==> src/rtl/mbx_pkg.sv <==
package mbx_pkg;
  typedef enum logic [1:0] {
    RSEL_OUT     = 2'd0,
    RSEL_OUT_IRQ = 2'd1,
    RSEL_IN      = 2'd2,
    RSEL_STATUS  = 2'd3
  } rsel_e;

  localparam int STAT_FREE_LSB = 0;
  localparam int STAT_FREE_W   = 8;
  localparam int STAT_OUT_BIT  = 8;
  localparam int STAT_IRQ_BIT  = 16;
  localparam int N_OUT         = 2;
endpackage

==> src/rtl/mbx_slot.sv <==
module mbx_slot #(
  parameter int W = 32
) (
  input  logic         clk,
  input  logic         rst_n,
  input  logic         wr_valid,
  output logic         wr_ready,
  input  logic [W-1:0] wr_data,
  input  logic         rd_pop,
  output logic [W-1:0] held,
  output logic         full
);
  logic         full_q;
  logic [W-1:0] data_q;

  assign wr_ready = !full_q;
  assign full     = full_q;
  assign held     = data_q;

  always_ff @(posedge clk) begin
    if (!rst_n) begin
      full_q <= 1'b0;
      data_q <= '0;
    end else begin
      if (wr_valid && !full_q) begin
        full_q <= 1'b1;
        data_q <= wr_data;
      end else if (rd_pop && full_q) begin
        full_q <= 1'b0;
      end
    end
  end
endmodule

==> src/rtl/mbx_inq.sv <==
module mbx_inq #(
  parameter int W     = 32,
  parameter int DEPTH = 4,
  localparam int PTR_W = (DEPTH > 1) ? $clog2(DEPTH) : 1,
  localparam int CNT_W = $clog2(DEPTH + 1)
) (
  input  logic             clk,
  input  logic             rst_n,
  input  logic             push,
  input  logic [W-1:0]     push_data,
  output logic             pop_valid,
  input  logic             pop_ready,
  output logic [W-1:0]     pop_data,
  output logic [CNT_W-1:0] free
);
  logic [W-1:0]     mem [DEPTH];
  logic [PTR_W-1:0] wr_ptr, rd_ptr, last_ptr, wr_sel;
  logic [CNT_W-1:0] cnt;
  logic             do_pop, is_full, overwrite, grow;

  function automatic logic [PTR_W-1:0] ptr_inc(input logic [PTR_W-1:0] p);
    return (p == PTR_W'(DEPTH - 1)) ? '0 : p + 1'b1;
  endfunction

  assign do_pop    = pop_ready && (cnt != '0);
  assign is_full   = (cnt == CNT_W'(DEPTH));
  assign overwrite = push && is_full && !do_pop;
  assign grow      = push && !overwrite;
  assign last_ptr  = (wr_ptr == '0) ? PTR_W'(DEPTH - 1) : wr_ptr - 1'b1;
  assign wr_sel    = overwrite ? last_ptr : wr_ptr;

  assign pop_valid = (cnt != '0);
  assign pop_data  = mem[rd_ptr];
  assign free      = CNT_W'(DEPTH) - cnt;

  always_ff @(posedge clk) begin
    if (push) mem[wr_sel] <= push_data;
  end

  always_ff @(posedge clk) begin
    if (!rst_n) begin
      wr_ptr <= '0;
      rd_ptr <= '0;
      cnt    <= '0;
    end else begin
      if (grow)   wr_ptr <= ptr_inc(wr_ptr);
      if (do_pop) rd_ptr <= ptr_inc(rd_ptr);
      case ({grow, do_pop})
        2'b10:   cnt <= cnt + 1'b1;
        2'b01:   cnt <= cnt - 1'b1;
        default: cnt <= cnt;
      endcase
    end
  end
endmodule

==> src/rtl/mbx_regif.sv <==
module mbx_regif
  import mbx_pkg::*;
#(
  parameter int W     = 32,
  parameter int CNT_W = 3
) (
  input  logic                 reg_en,
  input  logic                 reg_wr,
  input  logic [1:0]           reg_addr,
  input  logic [N_OUT-1:0][W-1:0] out_held,
  input  logic [N_OUT-1:0]     out_full,
  input  logic [CNT_W-1:0]     in_free,
  output logic [N_OUT-1:0]     out_pop,
  output logic                 in_push,
  output logic [W-1:0]         rdata
);
  rsel_e        sel;
  logic         rd, wr;
  logic [W-1:0] status;

  assign sel = rsel_e'(reg_addr);
  assign rd  = reg_en && !reg_wr;
  assign wr  = reg_en && reg_wr;

  assign out_pop[0] = rd && (sel == RSEL_OUT);
  assign out_pop[1] = rd && (sel == RSEL_OUT_IRQ);
  assign in_push    = wr && (sel == RSEL_IN);

  always_comb begin
    status = '0;
    status[STAT_FREE_LSB +: CNT_W] = in_free;
    status[STAT_OUT_BIT]           = out_full[0];
    status[STAT_IRQ_BIT]           = out_full[1];
  end

  always_comb begin
    case (sel)
      RSEL_OUT:     rdata = out_held[0];
      RSEL_OUT_IRQ: rdata = out_held[1];
      RSEL_STATUS:  rdata = status;
      default:      rdata = '0;
    endcase
  end
endmodule

==> src/rtl/mbx_unit.sv <==
module mbx_unit
  import mbx_pkg::*;
#(
  parameter int DATA_W   = 32,
  parameter int IN_DEPTH = 4
) (
  input  logic              clk,
  input  logic              rst_n,
  input  logic              ob_valid,
  output logic              ob_ready,
  input  logic [DATA_W-1:0] ob_data,
  input  logic              obi_valid,
  output logic              obi_ready,
  input  logic [DATA_W-1:0] obi_data,
  output logic              ib_valid,
  input  logic              ib_ready,
  output logic [DATA_W-1:0] ib_data,
  input  logic              reg_en,
  input  logic              reg_wr,
  input  logic [1:0]        reg_addr,
  input  logic [DATA_W-1:0] reg_wdata,
  output logic [DATA_W-1:0] reg_rdata,
  output logic              irq
);
  localparam int CNT_W = $clog2(IN_DEPTH + 1);

  logic [N_OUT-1:0]             wv, wr_rdy, full, pop;
  logic [N_OUT-1:0][DATA_W-1:0] wd, held;
  logic [CNT_W-1:0]             free;
  logic                         push;

  assign wv[0] = ob_valid;
  assign wv[1] = obi_valid;
  assign wd[0] = ob_data;
  assign wd[1] = obi_data;
  assign ob_ready  = wr_rdy[0];
  assign obi_ready = wr_rdy[1];
  assign irq       = full[1];

  for (genvar g = 0; g < N_OUT; g++) begin : g_out
    mbx_slot #(.W(DATA_W)) u_slot (
      .clk     (clk),
      .rst_n   (rst_n),
      .wr_valid(wv[g]),
      .wr_ready(wr_rdy[g]),
      .wr_data (wd[g]),
      .rd_pop  (pop[g]),
      .held    (held[g]),
      .full    (full[g])
    );
  end

  mbx_inq #(.W(DATA_W), .DEPTH(IN_DEPTH)) u_inq (
    .clk      (clk),
    .rst_n    (rst_n),
    .push     (push),
    .push_data(reg_wdata),
    .pop_valid(ib_valid),
    .pop_ready(ib_ready),
    .pop_data (ib_data),
    .free     (free)
  );

  mbx_regif #(.W(DATA_W), .CNT_W(CNT_W)) u_regif (
    .reg_en  (reg_en),
    .reg_wr  (reg_wr),
    .reg_addr(reg_addr),
    .out_held(held),
    .out_full(full),
    .in_free (free),
    .out_pop (pop),
    .in_push (push),
    .rdata   (reg_rdata)
  );
endmodule

==> config.mk <==
export PLATFORM = sky130hd
export DESIGN_NAME = mbx_unit
export DESIGN_NICKNAME = d
export VERILOG_FILES = /design/src/rtl/mbx_pkg.sv /design/src/rtl/mbx_slot.sv /design/src/rtl/mbx_inq.sv /design/src/rtl/mbx_regif.sv /design/src/rtl/mbx_unit.sv
export SDC_FILE = /design/constraint.sdc
export NUM_CORES = 1
export LEC_CHECK = 0
export ABC_AREA = 1
export CORE_MARGIN = 4
export CORE_UTILIZATION = 57
export CTS_CLUSTER_DIAMETER = 150
export DETAILED_ROUTE_END_ITERATION = 8
export DONT_BUFFER_PORTS = 1
export GPL_TIMING_DRIVEN = 0
export PLACE_DENSITY_LB_ADDON = 0.1
export SLEW_MARGIN = 30
export SYNTH_ARGS = -nofsm -noshare
export SYNTH_HDL_FRONTEND = slang
export SYNTH_HIERARCHICAL = 1
export SYNTH_SLANG_ARGS = --single-unit
==> constraint.sdc <==
create_clock -name clk -period 2.8 [get_ports clk]
set_input_delay 0.28 -clock clk [delete_from_list [all_inputs] [get_ports clk]]
set_output_delay 0.28 -clock clk [all_outputs]
set_load 0.05 [all_outputs]
==> key figures, run 1 <==
Placement
  – Placed cell area: 0.00934 mm2
  – Port bufs: 0
  – DPL Wire Length: 13900 um
  – Final GP Congestion: 0.838

STA
  – Max Clk Rate: 386 MHz
  – Final worst path period share: 92.6%
  – Final hold viol count: 0
  – Worst-Margin Slew: 1.06 ns
  – # setup viols final: 0
  – Slew Limit Fails: 0
  – Final min period: 2.59 ns
  – Final Skew: 0.00796 ns
  – Max-slew headroom: 30.4%
  – RSZ-0062 raised after global routing: no

Pwr
  – Power density cells: 810 mW/mm2
  – Leak: 4.40 nW
  – VDD IR max: 0.000490 V

Logic synthesis
  – Yosys warning count: 6
  – Register area share after synthesis: 60.6%
  – Post-Syn Area: 0.00882 mm2
  – Syn Inst Count: 936
  – Synth cell types: 32
  – Register bit count reported by yosys: 203
  – Syn_nets: 1048
  – Post-synth EDFFs: 128
  – Top_reg_cell synth: edfxtp_1
  – Post-synth ARST share: 0%
  – Avg Inst Size Synth: 9.42 um2

Clocking
  – Bufs on Longest Clock Path: 3
  – Worst skew pair latency: 0.48 ns
  – TritonCTS sink count: 203
  – CTS Buf Count: 21
  – Clock slew at reported path FFs: 0.06 ns
  – H-tree levels: 1
  – CTS tree: done
  – Root buffer cell: clkbuf_16

Layout
  – # diodes: 0
  – Core Util, Final: 68.8%
  – Layout cells sized above 1: 14.9%
  – Commonest non-fill, non-tap cells in the layout: nor2_1, nand2_1, edfxtp_1, nand3_1, inv_1
  – Final Cell Area: 0.0105 mm2
  – Nets: 1120
  – Leading cell type in the layout, fill and taps excluded: nor2_1
  – Area grow syn2layout: 18.6%

Worst setup path
  – R2R Path Start: u_inq/cnt[0]$_SDFFE_PN0P_
  – Element type at the critical path end: output pin
  – Critical path fanouts, max: 10
  – Worst EP arrival: 2.31 ns
  – Critical path required time: 2.52 ns
  – Worst Path Class, Setup: reg -> out
  – Startpoint types: register

Global route
  – Initial antenna violation count: 0
  – Vias in the first global route: 6204
  – Tot GR Track Use: 22.4%
  – Grt total ovfl: 0
  – Largest net degree at the start of global routing: 19
  – First-pass GRT wire length: 31800 um

Floorplan
  – Row count: 45
  – Die area: 0.0175 mm2
  – Overall die height: 132 um
  – Starting Density: 58.0%
  – CORE AREA: 0.0152 mm2
  – Die width: 132 um
  – I/O pin cnt: 173

Route
  – # DRC: 0
  – First DRT Iteration DRCs: 324
  – Routed wirelength normalized by instance count: 16.7 um
  – DRT Wirelength: 20100 um
  – DRT antenna net count: 0
  – Total number of vias: 6348
  – Via density: 5.25
  – DRT Pass-1 Iters: 5

Hold path
  – Min-delay worst type: in -> reg
  – HP Start: obi_data[29]

Flow run
  – Max cap viols: 0

Run status
  – Status: complete, no violations
[state kept, by name, indices dropped and copies added (netlist names), named ones only]
register           count
g_out.u_slot/held     64
u_inq/wr_ptr           2
g_out.u_slot/full      2
u_inq/mem            128
u_inq/rd_ptr           2
u_inq/cnt              3
[path summary, 6_finish.rpt]
check	end	slack [ns]	cells past startpoint
min	g_out[1].u_slot/held[29]$_SDFFE_PN0P_	0.02	4
max reg2reg	u_inq/mem[2][4]$_DFFE_PP_	0.37	9
min reg2reg	g_out[1].u_slot/held[25]$_SDFFE_PN0P_	0.48	2
max	ib_data[18]	0.21	4
[worst max-delay path: stages (launching register included)]
cell and delay (ns):
dfxtp_1 0.35, inv_2 0.10, clkbuf_1 0.41, o21ai_1 0.15
o22ai_1 0.82
[repair_timing]
action	CTS	global route
hold buffers	34	0
gates resized for setup	0	1
buffers inserted	0	11
setup endpoints to repair	0	68
endpoints found under the hold margin	138	0
[through the flow]
| step | setup WS (ns) | hold slack (ns) | instances | setup TNS (ns) | total power [mW] |
|---|---|---|---|---|---|
| 4_1_cts | 0.0186 | 0.00215 | 1197 | 0 | 8.50 |
| 5_1_grt | 0.0619 | 0.00903 | 1208 | 0 | 8.86 |
| 3_5_place_dp | 0.0344 | 0.379 | 1128 | 0 | 5.84 |
| 3_3_place_gp | -1.60 | 0.379 | 1124 | -197.02 | 5.70 |
| 6_report | 0.206 | 0.0150 | 1208 | 0 | 8.48 |
| 2_1_floorplan | -0.456 | 0.379 | 936 | -56.58 | 5.35 |
[synth_stat cells, types with 3 or more instances]
library cell / n / area share (%)
buf_4: 8 / 0.68
ha_1: 6 / 0.85
nor2_1: 205 / 8.7
o22ai_1: 32 / 2.3
nand3_1: 112 / 6.4
buf_2: 25 / 1.4
inv_2: 7 / 0.30
clkbuf_1: 6 / 0.26
nand2_2: 4 / 0.28
inv_1: 80 / 3.4
buf_6: 21 / 2.7
o21ai_1: 6 / 0.34
edfxtp_1: 128 / 44
nand2_1: 137 / 5.8
a21oi_1: 3 / 0.17
dfxtp_1: 75 / 17
o21ai_0: 62 / 3.5
[cells by family after synthesis]
logic type                 count (synthesis)  synth area share (%)
and+or+nand+nor                          467                  22.3
DFF                                      203                  60.6
AOI/OAI and AO/OA                        108                  6.85
adders and majority gates                  7                  1.08
buffers and inverters                    151                  9.16
[power breakdown]
| group | internal [mW] | switching (mW) | leakage, nW |
|---|---|---|---|
| registers | 3.30 | 0.0769 | 1.77 |
| clock network | 1.56 | 1.05 | 0.319 |
| logic | 0.588 | 1.90 | 2.31 |
[cell type report]
cell class | instances | area, um2
repair buffers | 49 | 546
fillers | 1215 | 4740
inverters | 90 | 349
clock inverters | 8 | 58.8
clock buffers | 27 | 589
flip-flops and latches | 203 | 5350
multi-input cells | 582 | 2880
plain buffers | 61 | 459
well taps | 188 | 235
[metal layers]
layer  wire length, um  track usage, %
met5                 0               0
met3              1500            5.92
met4               406            6.47
met1              8220            27.8
met2              9990            38.9
Note: power is estimated with default switching activity, not from simulation.
==> run 2, diff against run 1 <==
--- a/config.mk
+++ b/config.mk
@@ -7,7 +7,7 @@
 export LEC_CHECK = 0
 export ABC_AREA = 1
 export CORE_MARGIN = 4
-export CORE_UTILIZATION = 57
+export CORE_UTILIZATION = 65
 export CTS_CLUSTER_DIAMETER = 150
 export DETAILED_ROUTE_END_ITERATION = 8
 export DONT_BUFFER_PORTS = 1
==> constraint.sdc (replaced) <==
create_clock -name clk -period 3 [get_ports clk]
set_input_delay 0.3 -clock clk [delete_from_list [all_inputs] [get_ports clk]]
set_output_delay 0.3 -clock clk [all_outputs]
set_load 0.05 [all_outputs]
==> run 2 against run 1 <==
Die area fell by 12%. Final area fell by 0.78%. Global-route usage rose by 3.8 points. Critical path depth up 7. Register-to-register slack got worse by 0.15 ns. Combinational power is 5% lower. Utilization is 9.6 points higher. Clock power decreased by 2%. Hold slack better by 0.0057 ns. First-iteration DRC count grew 31%. Critical path type is now reg -> reg. Largest power group unchanged.
==> key figures, run 2 (synthesis gave the netlist of run 1 again) <==
STA
  – # setup viols final: 0 (unchanged)
  – Setup WS post-layout: 0.216 ns (was 0.206 ns)
  – RSZ-0062 raised after global routing: no (unchanged)
  – Final Skew: 0.0110 ns (was 0.00796 ns)
  – Final min period: 2.78 ns
  – Max Clk Rate: 359 MHz
  – Final worst path period share: 92.8%
  – Max-slew headroom: 31.1% (was 30.4%)
  – Slew Limit Fails: 0 (unchanged)
  – Final hold viol count: 0 (unchanged)
  – Worst-Margin Slew: 1.05 ns (was 1.06 ns)

Pwr
  – VDD IR max: 0.000432 V (was 0.000490 V)
  – Power density cells: 777 mW/mm2 (was 810 mW/mm2)
  – Leak: 4.35 nW (was 4.40 nW)
  – Power, Total: 8.07 mW (was 8.48 mW)

Floorplan
  – Overall die height: 124 um (was 132 um)
  – Row count: 42 (was 45)
  – CORE AREA: 0.0132 mm2 (was 0.0152 mm2)
  – I/O pin cnt: 173 (unchanged)
  – Starting Density: 66.6% (was 58.0%)
  – Die width: 124 um (was 132 um)
  – Die area: 0.0155 mm2 (was 0.0175 mm2)

Placement
  – Final GP Congestion: 0.863 (was 0.838)
  – Place WS: 0.237 ns (was 0.0344 ns)
  – DPL Wire Length: 14200 um (was 13900 um)
  – Port bufs: 0 (unchanged)
  – Placed cell count: 1116 (was 1128)

Worst setup path
  – R2R Path Start: u_inq/cnt[0]$_SDFFE_PN0P_ (unchanged)
  – Reg2reg end: u_inq/mem[3][27]$_DFFE_PP_ (was u_inq/mem[2][4]$_DFFE_PP_)
  – Critical path required time: 3.20 ns (was 2.52 ns)
  – Element type at the critical path end: register (was output pin)
  – Worst EP arrival: 2.98 ns (was 2.31 ns)
  – R2R setup slack: 0.22 ns (was 0.37 ns)
  – Reg2Reg Depth: 11 (was 9)
  – Startpoint types: register (unchanged)
  – Critical path fanouts, max: 19 (was 10)
  – Worst Path Class, Setup: reg -> reg (was reg -> out)

Route
  – Total number of vias: 6606 (was 6348)
  – DRT antenna net count: 0 (unchanged)
  – First DRT Iteration DRCs: 426 (was 324)
  – DRT Pass-1 Iters: 4 (was 5)
  – Routed wirelength normalized by instance count: 17.4 um (was 16.7 um)
  – Via density: 5.57 (was 5.25)
  – DRT Wirelength: 20700 um (was 20100 um)
  – # DRC: 0 (unchanged)

Global route
  – Met1 Use GR: 30.3% (was 27.8%)
  – Grt total ovfl: 0 (unchanged)
  – Initial antenna violation count: 1 (was 0)
  – Largest net degree at the start of global routing: 21 (was 19)
  – First-pass GRT wire length: 33100 um (was 31800 um)
  – Busiest layer in global routing: met2 (unchanged)
  – Tot GR Track Use: 26.2% (was 22.4%)
  – Vias in the first global route: 6617 (was 6204)
  – Grt met2 use: 47.7% (was 38.9%)
  – Met3 Use GR: 6.99% (was 5.92%)

Clocking
  – Worst skew pair latency: 0.49 ns (was 0.48 ns)
  – CTS tree: done (unchanged)
  – Root buffer cell: clkbuf_16 (unchanged)
  – CTS resizes: 0 (unchanged)
  – Clock slew at reported path FFs: 0.06 ns (about the same)
  – CTS Buf Count: 21 (unchanged)
  – Bufs on Longest Clock Path: 3 (unchanged)
  – TritonCTS sink count: 203 (unchanged)
  – H-tree levels: 1 (unchanged)

Layout
  – Commonest non-fill, non-tap cells in the layout: nor2_1, nand2_1, edfxtp_1, nand3_1, inv_1 (unchanged)
  – Non-filler instance count after layout: 1187 (was 1208)
  – Nets: 1108 (was 1120)
  – Max FFs per register: 128 (unchanged)
  – Layout cells sized above 1: 14.3% (was 14.9%)
  – Leading cell type in the layout, fill and taps excluded: nor2_1 (unchanged)
  – Reg with most FFs: u_inq/mem (unchanged)
  – Fill cell count: 884 (was 1215)
  – Area grow syn2layout: 17.7% (was 18.6%)

Hold path
  – Hold path cells: 4 (unchanged)
  – Hold path endpoint: g_out[1].u_slot/held[27]$_SDFFE_PN0P_ (was g_out[1].u_slot/held[29]$_SDFFE_PN0P_)
  – Min-delay worst type: in -> reg (unchanged)
  – HP Start: obi_data[27] (was obi_data[29])

Flow run
  – Max cap viols: 0 (unchanged)

Run status
  – Status: complete, no violations (unchanged)
## run 2: cell count changes in the layout (fill, tap and decap cells not counted), moves of 2 or more
cell       delta
inv_6         +2
buf_4        -10
bufinv_16     +2
clkbuf_8      -2
## run 2: worst max path at each step
stage | slack (ns) | depth (start not counted) | startpoint | endpoint
final | 0.22 | 11 | u_inq/cnt[0]$_SDFFE_PN0P_ | u_inq/mem[3][27]$_DFFE_PP_
after global routing | 0.05 | 11 | u_inq/cnt[0]$_SDFFE_PN0P_ | u_inq/mem[3][13]$_DFFE_PP_
after CTS | 0.21 | 11 | u_inq/cnt[0]$_SDFFE_PN0P_ | u_inq/mem[2][26]$_DFFE_PP_
after detailed placement | 0.24 | 11 | u_inq/cnt[0]$_SDFFE_PN0P_ | u_inq/mem[2][16]$_DFFE_PP_
after global placement | -1.36 | 10 | u_inq/cnt[0]$_SDFFE_PN0P_ | u_inq/mem[1][18]$_DFFE_PP_
after floorplan | -0.26 | 10 | u_inq/cnt[0]$_SDFFE_PN0P_ | u_inq/mem[1][0]$_DFFE_PP_
## run 2: timing repair
| action | 4_1_cts | 5_1_grt |
|---|---|---|
| hold buffers | 33 | 0 |
| hold endpoints to repair | 137 | 0 |
| buffers inserted | 0 | 0 |
| endpoints found under the setup margin | 0 | 0 |
## run 2: worst max-delay path, cell delays in order (launching register included)
cell	delay, ns
dfxtp_1	0.34
inv_1	0.09
ha_1	0.23
ha_1	0.22
inv_2	0.23
nand2_2	0.16
nand2_4	0.14
nand2_1	0.08
nand2_1	0.07
nand2_1	0.15
nor2_4	0.51
buf_16	0.24
## run 2: where the power goes
part	internal (mW)	total, mW	switching, mW
logic	0.549	2.35	1.80
clock network	1.54	2.56	1.02
registers	3.08	3.16	0.0767
total	5.17	8.07	2.89
## run 2: metrics by stage
| stage | hold slack (ns) | utilization, % | TNS, ns | area (um2) |
|---|---|---|---|---|
| 4_1_cts | 0.0110 | 78.3 | 0 | 10400 |
| 3_5_place_dp | 0.399 | 70.7 | 0 | 9360 |
| 3_3_place_gp | 0.399 | 68.3 | -171.03 | 9040 |
| 5_1_grt | 0.0193 | 78.4 | 0 | 10400 |
| 6_report | 0.0207 | 78.4 | 0 | 10400 |
| 2_1_floorplan | 0.399 | - | -30.98 | 8820 |
## run 2: routing by layer
layer,wire (um),vias to the layer above
li1,-,3209
met1,7790,3079
met2,10700,276
met3,1680,42
met4,531,0
met5,0,-
## run 2: final cells by class
class	instances	area, um2	share of cell area (%)
Antenna cell	1	2.50	0.0241
Buffer	61	459	4.42
Clock buffer	24	537	5.17
Clock inverter	13	141	1.36
Inverter	90	349	3.36
Multi-Input combinational cell	582	2890	27.8
Sequential cell	203	5350	51.5
Tap cell	176	220	2.12
Timing Repair Buffer	37	440	4.24
